$ cat config.mk
export PLATFORM = sky130hd
export DESIGN_NAME = halt_beacon
export DESIGN_NICKNAME = d
export VERILOG_FILES = /design/src/rtl/hb_pkg.sv /design/src/rtl/hb_master.sv /design/src/rtl/hb_slave.sv /design/src/rtl/hb_outreg.sv /design/src/rtl/halt_beacon.sv
export SDC_FILE = /design/constraint.sdc
export NUM_CORES = 1
export LEC_CHECK = 0
export BUFFER_PORTS_ARGS = -buffer_cell sky130_fd_sc_hd__buf_2
export CORE_MARGIN = 8
export CORE_UTILIZATION = 45
export CTS_CLUSTER_SIZE = 20
export DETAILED_ROUTE_END_ITERATION = 16
export PLACE_DENSITY = 0.8
export RECOVER_POWER = 100
export SYNTH_ARGS = -nofsm -noshare
export SYNTH_HDL_FRONTEND = slang
export SYNTH_SLANG_ARGS = --single-unit
$ cat constraint.sdc
create_clock -name clk -period 1.9 [get_ports clk]
set_input_delay 0.19 -clock clk [delete_from_list [all_inputs] [get_ports clk]]
set_output_delay 0.19 -clock clk [all_outputs]
set_load 0.02 [all_outputs]
$ cat src/rtl/hb_pkg.sv
package hb_pkg;
    // Default counter width shared by all units of the indicator.
    localparam int unsigned HB_DEF_W = 16;
endpackage

$ cat src/rtl/hb_master.sv
module hb_master #(
    parameter int unsigned W = hb_pkg::HB_DEF_W
) (
    input  logic         clk,
    input  logic         rst_n,
    input  logic         en,
    input  logic         halt,
    input  logic [W-1:0] reload,
    output logic [W-1:0] cnt,
    output logic         trig
);
    typedef struct packed {
        logic [W-1:0] cnt;
    } mst_state_t;

    mst_state_t st_d, st_q;
    logic       run;

    always_comb begin
        run  = en && !halt;
        trig = run && (st_q.cnt == reload);
        st_d = st_q;
        if (run) begin
            if (st_q.cnt == reload) st_d.cnt = '0;
            else                    st_d.cnt = st_q.cnt + 1'b1;
        end
    end

    always_ff @(posedge clk or negedge rst_n) begin
        if (!rst_n) st_q <= '0;
        else        st_q <= st_d;
    end

    assign cnt = st_q.cnt;
endmodule

$ cat src/rtl/hb_slave.sv
module hb_slave #(
    parameter int unsigned W = hb_pkg::HB_DEF_W
) (
    input  logic         clk,
    input  logic         rst_n,
    input  logic         en,
    input  logic         trig,
    input  logic [W-1:0] reload,
    output logic [W-1:0] cnt
);
    typedef struct packed {
        logic [W-1:0] cnt;
    } slv_state_t;

    slv_state_t st_d, st_q;

    always_comb begin
        st_d = st_q;
        if (en) begin
            if (trig)                     st_d.cnt = '0;
            else if (st_q.cnt == reload)  st_d.cnt = '0;
            else                          st_d.cnt = st_q.cnt + 1'b1;
        end
    end

    always_ff @(posedge clk or negedge rst_n) begin
        if (!rst_n) st_q <= '0;
        else        st_q <= st_d;
    end

    assign cnt = st_q.cnt;
endmodule

$ cat src/rtl/hb_outreg.sv
module hb_outreg #(
    parameter int unsigned W = hb_pkg::HB_DEF_W
) (
    input  logic         clk,
    input  logic         rst_n,
    input  logic [W-1:0] cnt,
    input  logic [W-1:0] cmp,
    input  logic         invert,
    output logic         pin
);
    typedef struct packed {
        logic pin;
    } out_state_t;

    out_state_t st_d, st_q;
    logic       hit;

    always_comb begin
        hit        = (cnt >= cmp);
        st_d.pin   = hit ^ invert;
    end

    always_ff @(posedge clk or negedge rst_n) begin
        if (!rst_n) st_q <= '0;
        else        st_q <= st_d;
    end

    assign pin = st_q.pin;
endmodule

$ cat src/rtl/halt_beacon.sv
module halt_beacon #(
    parameter int unsigned W = hb_pkg::HB_DEF_W
) (
    input  logic         clk,
    input  logic         rst_n,
    input  logic         dbg_halt,
    input  logic         mst_en,
    input  logic         slv_en,
    input  logic [W-1:0] mst_reload,
    input  logic [W-1:0] slv_reload,
    input  logic [W-1:0] slv_cmp,
    input  logic         pin_invert,
    output logic         halt_pin
);
    logic [W-1:0] m_cnt;
    logic [W-1:0] s_cnt;
    logic         trig;

    hb_master #(.W(W)) u_mst (
        .clk    (clk),
        .rst_n  (rst_n),
        .en     (mst_en),
        .halt   (dbg_halt),
        .reload (mst_reload),
        .cnt    (m_cnt),
        .trig   (trig)
    );

    hb_slave #(.W(W)) u_slv (
        .clk    (clk),
        .rst_n  (rst_n),
        .en     (slv_en),
        .trig   (trig),
        .reload (slv_reload),
        .cnt    (s_cnt)
    );

    hb_outreg #(.W(W)) u_out (
        .clk    (clk),
        .rst_n  (rst_n),
        .cnt    (s_cnt),
        .cmp    (slv_cmp),
        .invert (pin_invert),
        .pin    (halt_pin)
    );
endmodule

==> qor.yml, run 1 <==
outcome:
  status: "finished, violations left"
  violations: "hold timing"
placement:
  port_buffers: 54
  gp_congestion: 0.839
  dpl-instance-area_sq_um: 2770
  hpwl_mm: 4.33
  dp_slack_ns: 0.0135
synth:
  yosysSeqAreaShare_pct: 34.8
  ys_seq_elements: 33
  syn-mean-instance-area_sq_um: 9.30
  syn_nets: 327
  synth_cell_types: 32
  syn_area_sq_um: 2370
  synth-warning-count: 0
  synthCells: 255
floorplanning:
  die_h_um: 88.6
  io-pin-count: 55
  coreArea_sq_um: 5110
  rows: 26
  initial_core_util_pct: 46.4
  fp.dieW_um: 88.6
  dieArea_sq_um: 7850
final_layout:
  num-nets-final: 398
  drive_gt1_share_pct: 25.8
  final_area_sq_um: 2880
  fillers: 472
  final_util_pct: 56.3
  multiInputGateArea_sq_um: 1440
  mostFrequentLayoutCell: "buf_2"
  most-common-layout-cells: "buf_2, xor2_1, dfrtp_1"
  seq_area_sq_um: 827
  diodes: 0
  syn2layout_area_growth_pct: 21.4
critical_path:
  ff2ff_path_depth: 7
  worst_ep_arrival_time_ns: 1.94
  crit_fanout: 14
  r2r_slack_ns: 0.12
  path_class: "reg2reg"
  startpoint_type: "flip-flop"
  end_kind: "flip-flop"
  worstSetupStartpoint: "u_mst.cnt[9]$_DFFE_PN0P_"
  r2r-end: "u_mst.cnt[12]$_DFFE_PN0P_"
  regToRegStartpoint: "u_mst.cnt[9]$_DFFE_PN0P_"
  critPathCapture: "u_mst.cnt[12]$_DFFE_PN0P_"
  required_ns: 2.06
sta:
  period_share_pct: 93.6
  max_slew_margin_pct: 49.9
  finClkSkew_ns: 0.00570
  slew_violations: 0
  tightest_slew_ns: 0.751
  holdWs_ns: -0.0272
  min_period_ns: 1.78
  final-setup-viol-count: 0
  setup_slack_ns: 0.121
  hold_violations: 33
  fmax_mhz: 562
grt:
  grt_overflow: 0
  grt_pass1_wl_mm: 9.01
  antenna_found_initial: 0
  grtUsageTotal_pct: 14.8
  grt_start_max_net_pins: 34
  first_global_vias: 2000
pwr:
  power-per-cell-area_nw_per_um2: 708
  p_total_w: 0.00204
  leakage_nw: 1.52
  ir_drop_v: 0.000405
detailed_routing:
  first_pass_iters: 4
  viasPerCell: 5.04
  vias: 1996
  finalWirelength_mm: 5.62
  route.detailed.wl_per_inst_um: 14.2
  antenna_left: 0
  drtIter0Drc: 68
  drc: 0
clock_network:
  clkLatencyLatePin_ns: 0.28
  cts_root_buf: "clkbuf_8"
  cts_tree: "done"
  ctsHtreeMaxLevel: 2
  clock_sinks: 33
  clkTransAtPathRegs_ns: 0.07
  cts_max_path_buffers: 2
  numCtsBuffers: 5
  cts_hold_buf: 0
worst_hold_path:
  hold_class: "in2async"
job:
  max-cap-violations: 0
## cells in the mapped netlist, drive strengths merged
library cell | count | area (sq um)
xor2 | 50 | 438
dfrtp | 33 | 826
nor2 | 28 | 133
nand2 | 21 | 78.8
inv | 19 | 71.3
ha | 18 | 225
o21ai | 10 | 61.3
and3 | 9 | 56.3
nand4 | 9 | 62.6
nand3 | 8 | 40.0
nor4 | 8 | 68.8
a21oi | 7 | 35.0
xnor2 | 6 | 52.6
nand2b | 5 | 31.3
o2bb2ai | 4 | 35.0
a211oi | 3 | 22.5
buf | 3 | 36.3
nor2b | 3 | 18.8
and2 | 2 | 15.0
and4 | 2 | 17.5
nor3 | 2 | 10.0
or3 | 2 | 12.5
mux2i | 1 | 10.0
o21a | 1 | 7.51
or2 | 1 | 6.26
## worst min-delay path by stage
stage | end | slack (ns) | from
6_report | u_slv.cnt[9]$_DFFE_PN0P_ | -0.03 | rst_n
5_1_grt | u_slv.cnt[9]$_DFFE_PN0P_ | 0.03 | rst_n
4_1_cts | u_slv.cnt[9]$_DFFE_PN0P_ | 0.0005 | rst_n
3_5_place_dp | u_slv.cnt[3]$_DFFE_PN0P_ | 0.30 | rst_n
3_3_place_gp | u_slv.cnt[3]$_DFFE_PN0P_ | 0.30 | rst_n
2_1_floorplan | u_mst.cnt[0]$_DFFE_PN0P_ | -0.11 | rst_n
## metrics by stage
| stage | setup TNS (ns) | hold WS (ns) | std cells |
|---|---|---|---|
| finish | 0 | -0.0272 | 396 |
| global route | -0.0112 | 0.0340 | 396 |
| CTS | 0 | 0.000493 | 392 |
| global placement | 0 | 0.295 | 385 |
| detailed placement | 0 | 0.305 | 385 |
| floorplan | 0 | -0.106 | 255 |
## where the power goes
part	leakage, nW	switching (W)	internal, W
clock network	0.0443	0.000245	0.000287
logic	1.03	0.000266	0.000283
registers	0.439	0.000154	0.000803
## state kept, by name, indices dropped and copies added, names as in the netlist
register / cells
u_mst.cnt: 16
u_out.pin: 1
u_slv.cnt: 16
## layer usage
metal	track usage (%)	up-vias	share of wire (%)
li1	-	1000	-
met1	17.3	964	43
met2	26.5	26	54
met3	2.79	6	2.5
met4	4.45	0	1.1
met5	0	-	0
## logic make-up after synthesis
| kind of cell | after synthesis | share of synthesized area (%) |
|---|---|---|
| flops | 33 | 34.8 |
| fa+ha+maj | 18 | 9.50 |
| compound gates | 25 | 6.81 |
| xor+xnor | 56 | 20.7 |
| buf+inv | 22 | 4.54 |
| simple gates | 100 | 23.2 |
| mux | 1 | 0.422 |
## final cells by class
cell class | instances | area share, %
clock buffer | 7 | 3.00
multi-input combinational | 201 | 50.0
inverter | 19 | 2.48
tap | 70 | 3.04
sequential | 33 | 28.7
timing repair buffer | 66 | 12.8
## what timing repair did
item                                    CTS  global route
cloned                                    0             1
pin swaps                                 0             2
resized for setup                         1             4
endpoints found under the setup margin   11            11
buffers inserted                          0             3
## worst max-delay path, cell delays in order, from the launching register on
cell      delay [ns]
dfrtp_1         0.43
xor2_1          0.17
nor4_2          0.33
nand4_2         0.21
clkbuf_1        0.17
nor2_2          0.14
buf_12          0.15
a21oi_1         0.05
(Power assumes the default switching activity.)
==> run 2: changes to the inputs <==
--- a/config.mk
+++ b/config.mk
@@ -5,12 +5,13 @@
 export SDC_FILE = /design/constraint.sdc
 export NUM_CORES = 1
 export LEC_CHECK = 0
+export ABC_AREA = 1
 export BUFFER_PORTS_ARGS = -buffer_cell sky130_fd_sc_hd__buf_2
 export CORE_MARGIN = 8
 export CORE_UTILIZATION = 45
 export CTS_CLUSTER_SIZE = 20
 export DETAILED_ROUTE_END_ITERATION = 16
-export PLACE_DENSITY = 0.8
+export PLACE_DENSITY = 0.78
 export RECOVER_POWER = 100
 export SYNTH_ARGS = -nofsm -noshare
 export SYNTH_HDL_FRONTEND = slang
==> run 2 against run 1 <==
The flow now finishes without violations. Worst hold slack improved by 0.19 ns. Worst setup slack improved by 0.096 ns. Fmax increased by 5.7%. Non-clock buffer count decreased by 8. Global-route usage increased by 1.2 points. Flip-flop and latch count unchanged. Synthesized cell count increased by 76%. Critical path type unchanged. Clock skew decreased by 0.0029 ns. Die area increased by 18%.
==> qor.yml, run 2 <==
outcome:
  status: "finished clean"
final_layout:
  syn2layout_area_growth_pct: 13.5
  drive_gt1_share_pct: 14.6  # -11 points
  diodes: 0  # unchanged
  final_util_pct: 52.4  # -4.0 points
  final_area_sq_um: 3290  # +14%
  num-nets-final: 572  # +44%
  most-common-layout-cells: "nand2_1, nor2_1, inv_1"
  mostFrequentLayoutCell: "nand2_1"
clock_network:
  clkLatencyLatePin_ns: 0.28  # about the same
  clkTransAtPathRegs_ns: 0.07  # about the same
  cts_max_path_buffers: 2  # unchanged
  clock_sinks: 33  # unchanged
  post_cts.repair.setup_buffers: 0  # unchanged
  ctsHtreeMaxLevel: 2  # unchanged
  numCtsBuffers: 5  # unchanged
  cts_root_buf: "clkbuf_8"
  cts_tree: "done"
sta:
  rsz0062_at_grt: "false"
  final-setup-viol-count: 0  # unchanged
  tightest_slew_ns: 0.851  # +0.0998 ns
  period_share_pct: 88.6  # -5.1 points
  fmax_mhz: 594  # +5.7%
  min_period_ns: 1.68  # -0.0960 ns
  max_slew_margin_pct: 43.2  # -6.7 points
  slew_violations: 0  # unchanged
  holdWs_ns: 0.164  # +0.191 ns
  finClkSkew_ns: 0.00284  # -0.00287 ns
  hold_violations: 0  # -100%
  setup_tns_ns: 0  # unchanged
critical_path:
  worstSetupStartpoint: "u_slv.cnt[11]$_DFFE_PN0P_"
  required_ns: 2.07  # about the same
  startpoint_type: "flip-flop"
  crit_path_frequent_cell: "nand2_1"
  path_buf_inv: 0  # -2
  path_class: "reg2reg"
  worst_ep_arrival_time_ns: 1.86  # -0.08 ns
  crit_slowest_cell: "dfrtp_1"
  critical_path.top_delay_family: "simple AND/OR/NAND/NOR gates"
  regToRegStartpoint: "u_slv.cnt[11]$_DFFE_PN0P_"
  crit_fanout: 16  # +2
  max_stage_delay_ns: 0.53  # +0.10 ns
  path_cells: "xnor2_1, nand2_1, nor2_1, nand2_1, nor2_4, nor2_1, nand3_1, nand2_1"
  end_kind: "flip-flop"
placement:
  gp_congestion: 0.875  # +4.3%
  port_buffers: 54  # unchanged
  dpl-instance-area_sq_um: 3200  # +15%
  hpwl_mm: 5.28  # +22%
detailed_routing:
  dr_wl_met3_um: 452  # +220%
  drtIter0Drc: 121  # +78%
  antenna_left: 0  # unchanged
  drt-met1-wl_mm: 2.93  # +22%
  wl_met2_mm: 3.35  # +11%
  finalWirelength_mm: 6.84  # +22%
  drc: 0  # unchanged
  route.detailed.wl_per_inst_um: 11.8  # -17%
  first_pass_iters: 4  # unchanged
  viasPerCell: 4.88  # -3.1%
  top_layer: "met4"
  vias: 2822  # +41%
synth:
  synth-edff-count: 0  # unchanged
  syn_nets: 521  # +59%
  synth_top_cells_by_count: "nand2_1, nor2_1, inv_1"
  ys_seq_elements: 33  # unchanged
  yosysTopAreaCellShare_pct: 28.5  # -6.3 points
  yosysSeqAreaShare_pct: 28.5  # -6.3 points
  synth_area_leader_cell: "dfrtp_1"
  synth_cell_types: 26  # -19%
  syn-mean-instance-area_sq_um: 6.45  # -31%
  synthFlopType: "dfrtp_1"
  ys_async_sr_fraction_pct: 100  # unchanged
  synthCells: 449  # +76%
  yosysMostFrequentCell: "nand2_1"
  synth-warning-count: 0  # unchanged
  syn_area_sq_um: 2900  # +22%
  synth_area_leaders: "dfrtp_1, nand2_1, nor2_1"
pwr:
  clockPowerShare_pct: 17.8  # -8.3 points
  p_total_w: 0.00294  # +44%
  combPwrFrac_pct: 41.3  # +14 points
  power.internal_w: 0.00168  # +22%
  switching_share_pct: 42.8  # +10 points
  seqPwrFrac_pct: 40.9  # -6.1 points
  ir_drop_v: 0.000624  # +54%
  power-per-cell-area_nw_per_um2: 894  # +26%
  leakage_nw: 1.82  # +20%
  switchingPower_w: 0.00126  # +90%
worst_hold_path:
  hold_class: "in2reg"
  hold_start: "pin_invert"
floorplanning:
  fp.dieW_um: 96.2  # +8.6%
  die_h_um: 96.2  # +8.6%
  coreArea_sq_um: 6280  # +23%
  dieArea_sq_um: 9260  # +18%
  initial_core_util_pct: 46.1  # -0.28 points
  io-pin-count: 55  # unchanged
  rows: 29  # +12%
grt:
  grt_overflow: 0  # unchanged
  grt_start_max_net_pins: 34  # unchanged
  grtUsageTotal_pct: 16.0  # +1.2 points
  antenna_found_initial: 0  # unchanged
  first_global_vias: 2788  # +39%
  grt_pass1_wl_mm: 11.9  # +32%
job:
  max-cap-violations: 0  # unchanged
-- run 2: tightest hold or removal path: cells and delay by family --
kind / cells / cell delay (ns)
buffers and inverters: 1 / 0.09
and+or+nand+nor: 2 / 0.13
-- run 2: final cells by class --
| class | count | area [sq um] |
|---|---|---|
| Inverter | 67 | 251 |
| Sequential cell | 33 | 827 |
| Clock buffer | 8 | 80.1 |
| Fill cell | 619 | 2990 |
| Timing Repair Buffer | 58 | 298 |
| Tap cell | 77 | 96.3 |
| Multi-Input combinational cell | 335 | 1730 |
-- run 2: final timing paths --
kind / to / depth (start not counted) / slack, ns
hold reg to reg: u_mst.cnt[15]$_DFFE_PN0P_ / 2 / 0.55
min in group asynchronous: u_slv.cnt[8]$_DFFE_PN0P_ / 2 / 0.55
hold / removal: u_out.pin$_DFF_PN0_ / 3 / 0.16
max in group asynchronous: u_slv.cnt[0]$_DFFE_PN0P_ / 2 / 0.77
setup reg to reg: u_slv.cnt[5]$_DFFE_PN0P_ / 8 / 0.22
setup / recovery: u_slv.cnt[5]$_DFFE_PN0P_ / 8 / 0.22
-- run 2: kinds of logic (layout without fill, tap and decap cells) --
family | after synthesis | after routing | share of synthesized area (%)
simple gates | 263 | 263 | 38.0
buf+inv | 81 | 133 | 11.6
xor+xnor | 35 | 35 | 10.6
flops | 33 | 33 | 28.5
compound gates | 19 | 19 | 3.50
fa+ha+maj | 18 | 18 | 7.78
-- run 2: stage by stage --
stage	setup slack, ns	std cells
5_1_grt	0.00209	578
3_5_place_dp	0.215	569
6_report	0.217	578
3_3_place_gp	0.263	569
2_1_floorplan	0.459	449
4_1_cts	0.196	578
-- run 2: repair_timing --
| item | 4_1_cts | 5_1_grt |
|---|---|---|
| hold buffers | 1 | 0 |
| hold endpoints to repair | 8 | 0 |
| endpoints found under the setup margin | 0 | 1 |
| resized for setup | 0 | 1 |
-- run 2: power groups by stage --
stage	combinational, W	sequential (W)	clock [W]
6_report	0.00121	0.00120	0.000524
2_1_floorplan	0.00103	0.00110	0
4_1_cts	0.00123	0.00120	0.000535
3_3_place_gp	0.00117	0.00120	0
5_1_grt	0.00142	0.00123	0.000561
3_5_place_dp	0.00122	0.00121	0
-- run 2: per-layer routing --
metal	GRT usage (%)	vias to the layer above
met5	0	-
met4	4.35	0
met3	3.43	10
met2	29.2	72
met1	18.3	1257
li1	-	1483
==> run 3: changes to the inputs <==
--- a/config.mk
+++ b/config.mk
@@ -8,10 +8,9 @@
 export ABC_AREA = 1
 export BUFFER_PORTS_ARGS = -buffer_cell sky130_fd_sc_hd__buf_2
 export CORE_MARGIN = 8
-export CORE_UTILIZATION = 45
-export CTS_CLUSTER_SIZE = 20
+export CORE_UTILIZATION = 26
 export DETAILED_ROUTE_END_ITERATION = 16
-export PLACE_DENSITY = 0.78
+export PLACE_DENSITY = 0.55
 export RECOVER_POWER = 100
 export SYNTH_ARGS = -nofsm -noshare
 export SYNTH_HDL_FRONTEND = slang
==> run 3 against run 2 <==
Utilization shrank 21 points. Clock skew grew 0.0046 ns. Sequential power is essentially flat. Sequential share of layout area shrank 0.77 points. Total power grew 1.1%. Count of clock-buffer cells in the layout shrank 1. First-iteration DRC count shrank 35%. Die area grew 60%. Critical path depth grew 3. Clock power grew 4.0%. Non-clock buffer count grew 3. Worst setup slack lost 0.055 ns. Highest routed layer unchanged.
==> qor.yml, run 3 (synthesis results as in run 2) <==
final_layout:
  mostFrequentLayoutCell: "nand2_1"
  diodes: 0  # unchanged
  most-common-layout-cells: "nand2_1, nor2_1, inv_1"
  num-nets-final: 575  # +0.52%
  syn2layout_area_growth_pct: 16.9
  final_util_pct: 31.2  # -21 points
  final_cells: 643  # +11%
  drive_gt1_share_pct: 15.3  # +0.74 points
pwr:
  switchingPower_w: 0.00125  # -0.51%
  clockPowerShare_pct: 18.3  # +0.5 points
  p_total_w: 0.00297  # +1.1%
  ir_drop_v: 0.000480  # -23%
  switching_share_pct: 42.1  # -0.70 points
  leakage_nw: 1.84  # +1.2%
  seqPwrFrac_pct: 40.1  # -0.8 points
  power-per-cell-area_nw_per_um2: 878  # -1.8%
  power.internal_w: 0.00172  # +2.4%
  combPwrFrac_pct: 41.6  # +0.3 points
placement:
  hpwl_mm: 5.90  # +12%
  dp.cells: 635  # +12%
  gp_congestion: 0.836  # -4.4%
  port_buffers: 54  # unchanged
critical_path:
  path_class: "reg2reg"
  worst_ep_arrival_time_ns: 1.92  # +0.06 ns
  crit_fanout: 15  # -1
  required_ns: 2.08  # about the same
  startpoint_type: "flip-flop"
  end_kind: "flip-flop"
sta:
  max_slew_margin_pct: 39.3  # -3.9 points
  fmax_mhz: 575  # -3.2%
  holdWs_ns: 0.0280  # -0.136 ns
  setup_tns_ns: 0  # unchanged
  period_share_pct: 91.5  # +2.9 points
  final-setup-viol-count: 0  # unchanged
  rsz0062_at_grt: "false"
  finClkSkew_ns: 0.00744  # +0.00460 ns
  min_period_ns: 1.74  # +0.0552 ns
  tightest_slew_ns: 0.910  # +0.0586 ns
  hold_violations: 0  # unchanged
  slew_violations: 0  # unchanged
detailed_routing:
  finalWirelength_mm: 7.46  # +9.0%
  antenna_left: 0  # unchanged
  route.detailed.wl_per_inst_um: 11.6  # -2.0%
  viasPerCell: 4.36  # -11%
  vias: 2802  # -0.71%
  first_pass_iters: 4  # unchanged
  drtIter0Drc: 79  # -35%
  drc: 0  # unchanged
floorplanning:
  rows: 38  # +31%
  initial_core_util_pct: 26.7  # -19 points
  coreArea_sq_um: 10800  # +73%
  fp.dieW_um: 122  # +26%
  die_h_um: 122  # +26%
  dieArea_sq_um: 14800  # +60%
  io-pin-count: 55  # unchanged
worst_hold_path:
  hold_class: "in2async"
clock_network:
  numCtsBuffers: 5  # unchanged
  ctsHtreeMaxLevel: 2  # unchanged
  clkTransAtPathRegs_ns: 0.07  # about the same
  cts_max_path_buffers: 2  # unchanged
  cts_root_buf: "clkbuf_8"
  clock_sinks: 33  # unchanged
  clkLatencyLatePin_ns: 0.28  # about the same
  cts_tree: "done"
outcome:
  status: "finished clean"
grt:
  antenna_found_initial: 0  # unchanged
  grt_overflow: 0  # unchanged
  first_global_vias: 2897  # +3.9%
  grt_pass1_wl_mm: 13.0  # +9.0%
  grtUsageTotal_pct: 10.7  # -5.3 points
  grt_start_max_net_pins: 34  # unchanged
job:
  max-cap-violations: 0  # unchanged
==> run 3: changes by cell type in the layout (fill, tap and decap cells not counted), sizes merged <==
cell / before / now
buf: 54 / 57
dlygate4sd3: 1 / 0
==> run 3: final cells by class <==
| class | instances | area [sq um] |
|---|---|---|
| flip-flops and latches | 33 | 826 |
| fillers | 1236 | 7450 |
| multi-input cells | 335 | 1730 |
| repair buffers | 61 | 318 |
| well taps | 140 | 175 |
| inverters | 67 | 251 |
| clock buffers | 7 | 86.3 |
==> run 3: per-stage QoR <==
stage | instance area, sq um | worst slack (ns)
final | 3390 | 0.162
after detailed placement | 3300 | 0.126
after floorplan | 2900 | 0.459
after global routing | 3390 | 0.00738
after global placement | 3300 | 0.138
after CTS | 3390 | 0.115
==> run 3: worst max-delay path, cell delays in order (launching register included) <==
cell	delay, ns
dfrtp_1	0.46
inv_1	0.14
nand2_1	0.07
nand2_1	0.05
nand2_1	0.07
nor2_1	0.18
nand2_1	0.12
nor2_4	0.10
clkbuf_4	0.26
nor2_1	0.07
nand3_1	0.07
nand2_1	0.05
==> run 3: power by group through the flow <==
stage | clock, W | combinational, W | sequential (W)
5_1_grt | 0.000597 | 0.00145 | 0.00124
2_1_floorplan | 0 | 0.00103 | 0.00110
3_3_place_gp | 0 | 0.00122 | 0.00120
4_1_cts | 0.000576 | 0.00126 | 0.00120
6_report | 0.000545 | 0.00124 | 0.00119
3_5_place_dp | 0 | 0.00125 | 0.00121
==> run 3: path summary, 6_finish.rpt <==
kind | from | to | slack, ns | depth (start not counted)
setup / recovery | u_slv.cnt[0]$_DFFE_PN0P_ | u_slv.cnt[0]$_DFFE_PN0P_ | 0.16 | 11
min in group clk | pin_invert | u_out.pin$_DFF_PN0_ | 0.15 | 3
hold / removal | rst_n | u_slv.cnt[4]$_DFFE_PN0P_ | 0.03 | 1
hold reg to reg | u_mst.cnt[15]$_DFFE_PN0P_ | u_mst.cnt[15]$_DFFE_PN0P_ | 0.55 | 2
max in group asynchronous | rst_n | u_mst.cnt[14]$_DFFE_PN0P_ | 1.30 | 1
setup reg to reg | u_slv.cnt[0]$_DFFE_PN0P_ | u_slv.cnt[0]$_DFFE_PN0P_ | 0.16 | 11
==> run 3: what timing repair did <==
item | 4_1_cts | 5_1_grt
hold buffers | 0 | 0
gates resized for setup | 0 | 0
setup buffers | 0 | 1
endpoints found under the setup margin | 0 | 9
==> run 3: routing by layer <==
metal	part of all wire, %	global-route usage, %
met2	46	18.0
met3	5.1	2.55
met5	0	0
met4	2.0	3.78
met1	47	13.0
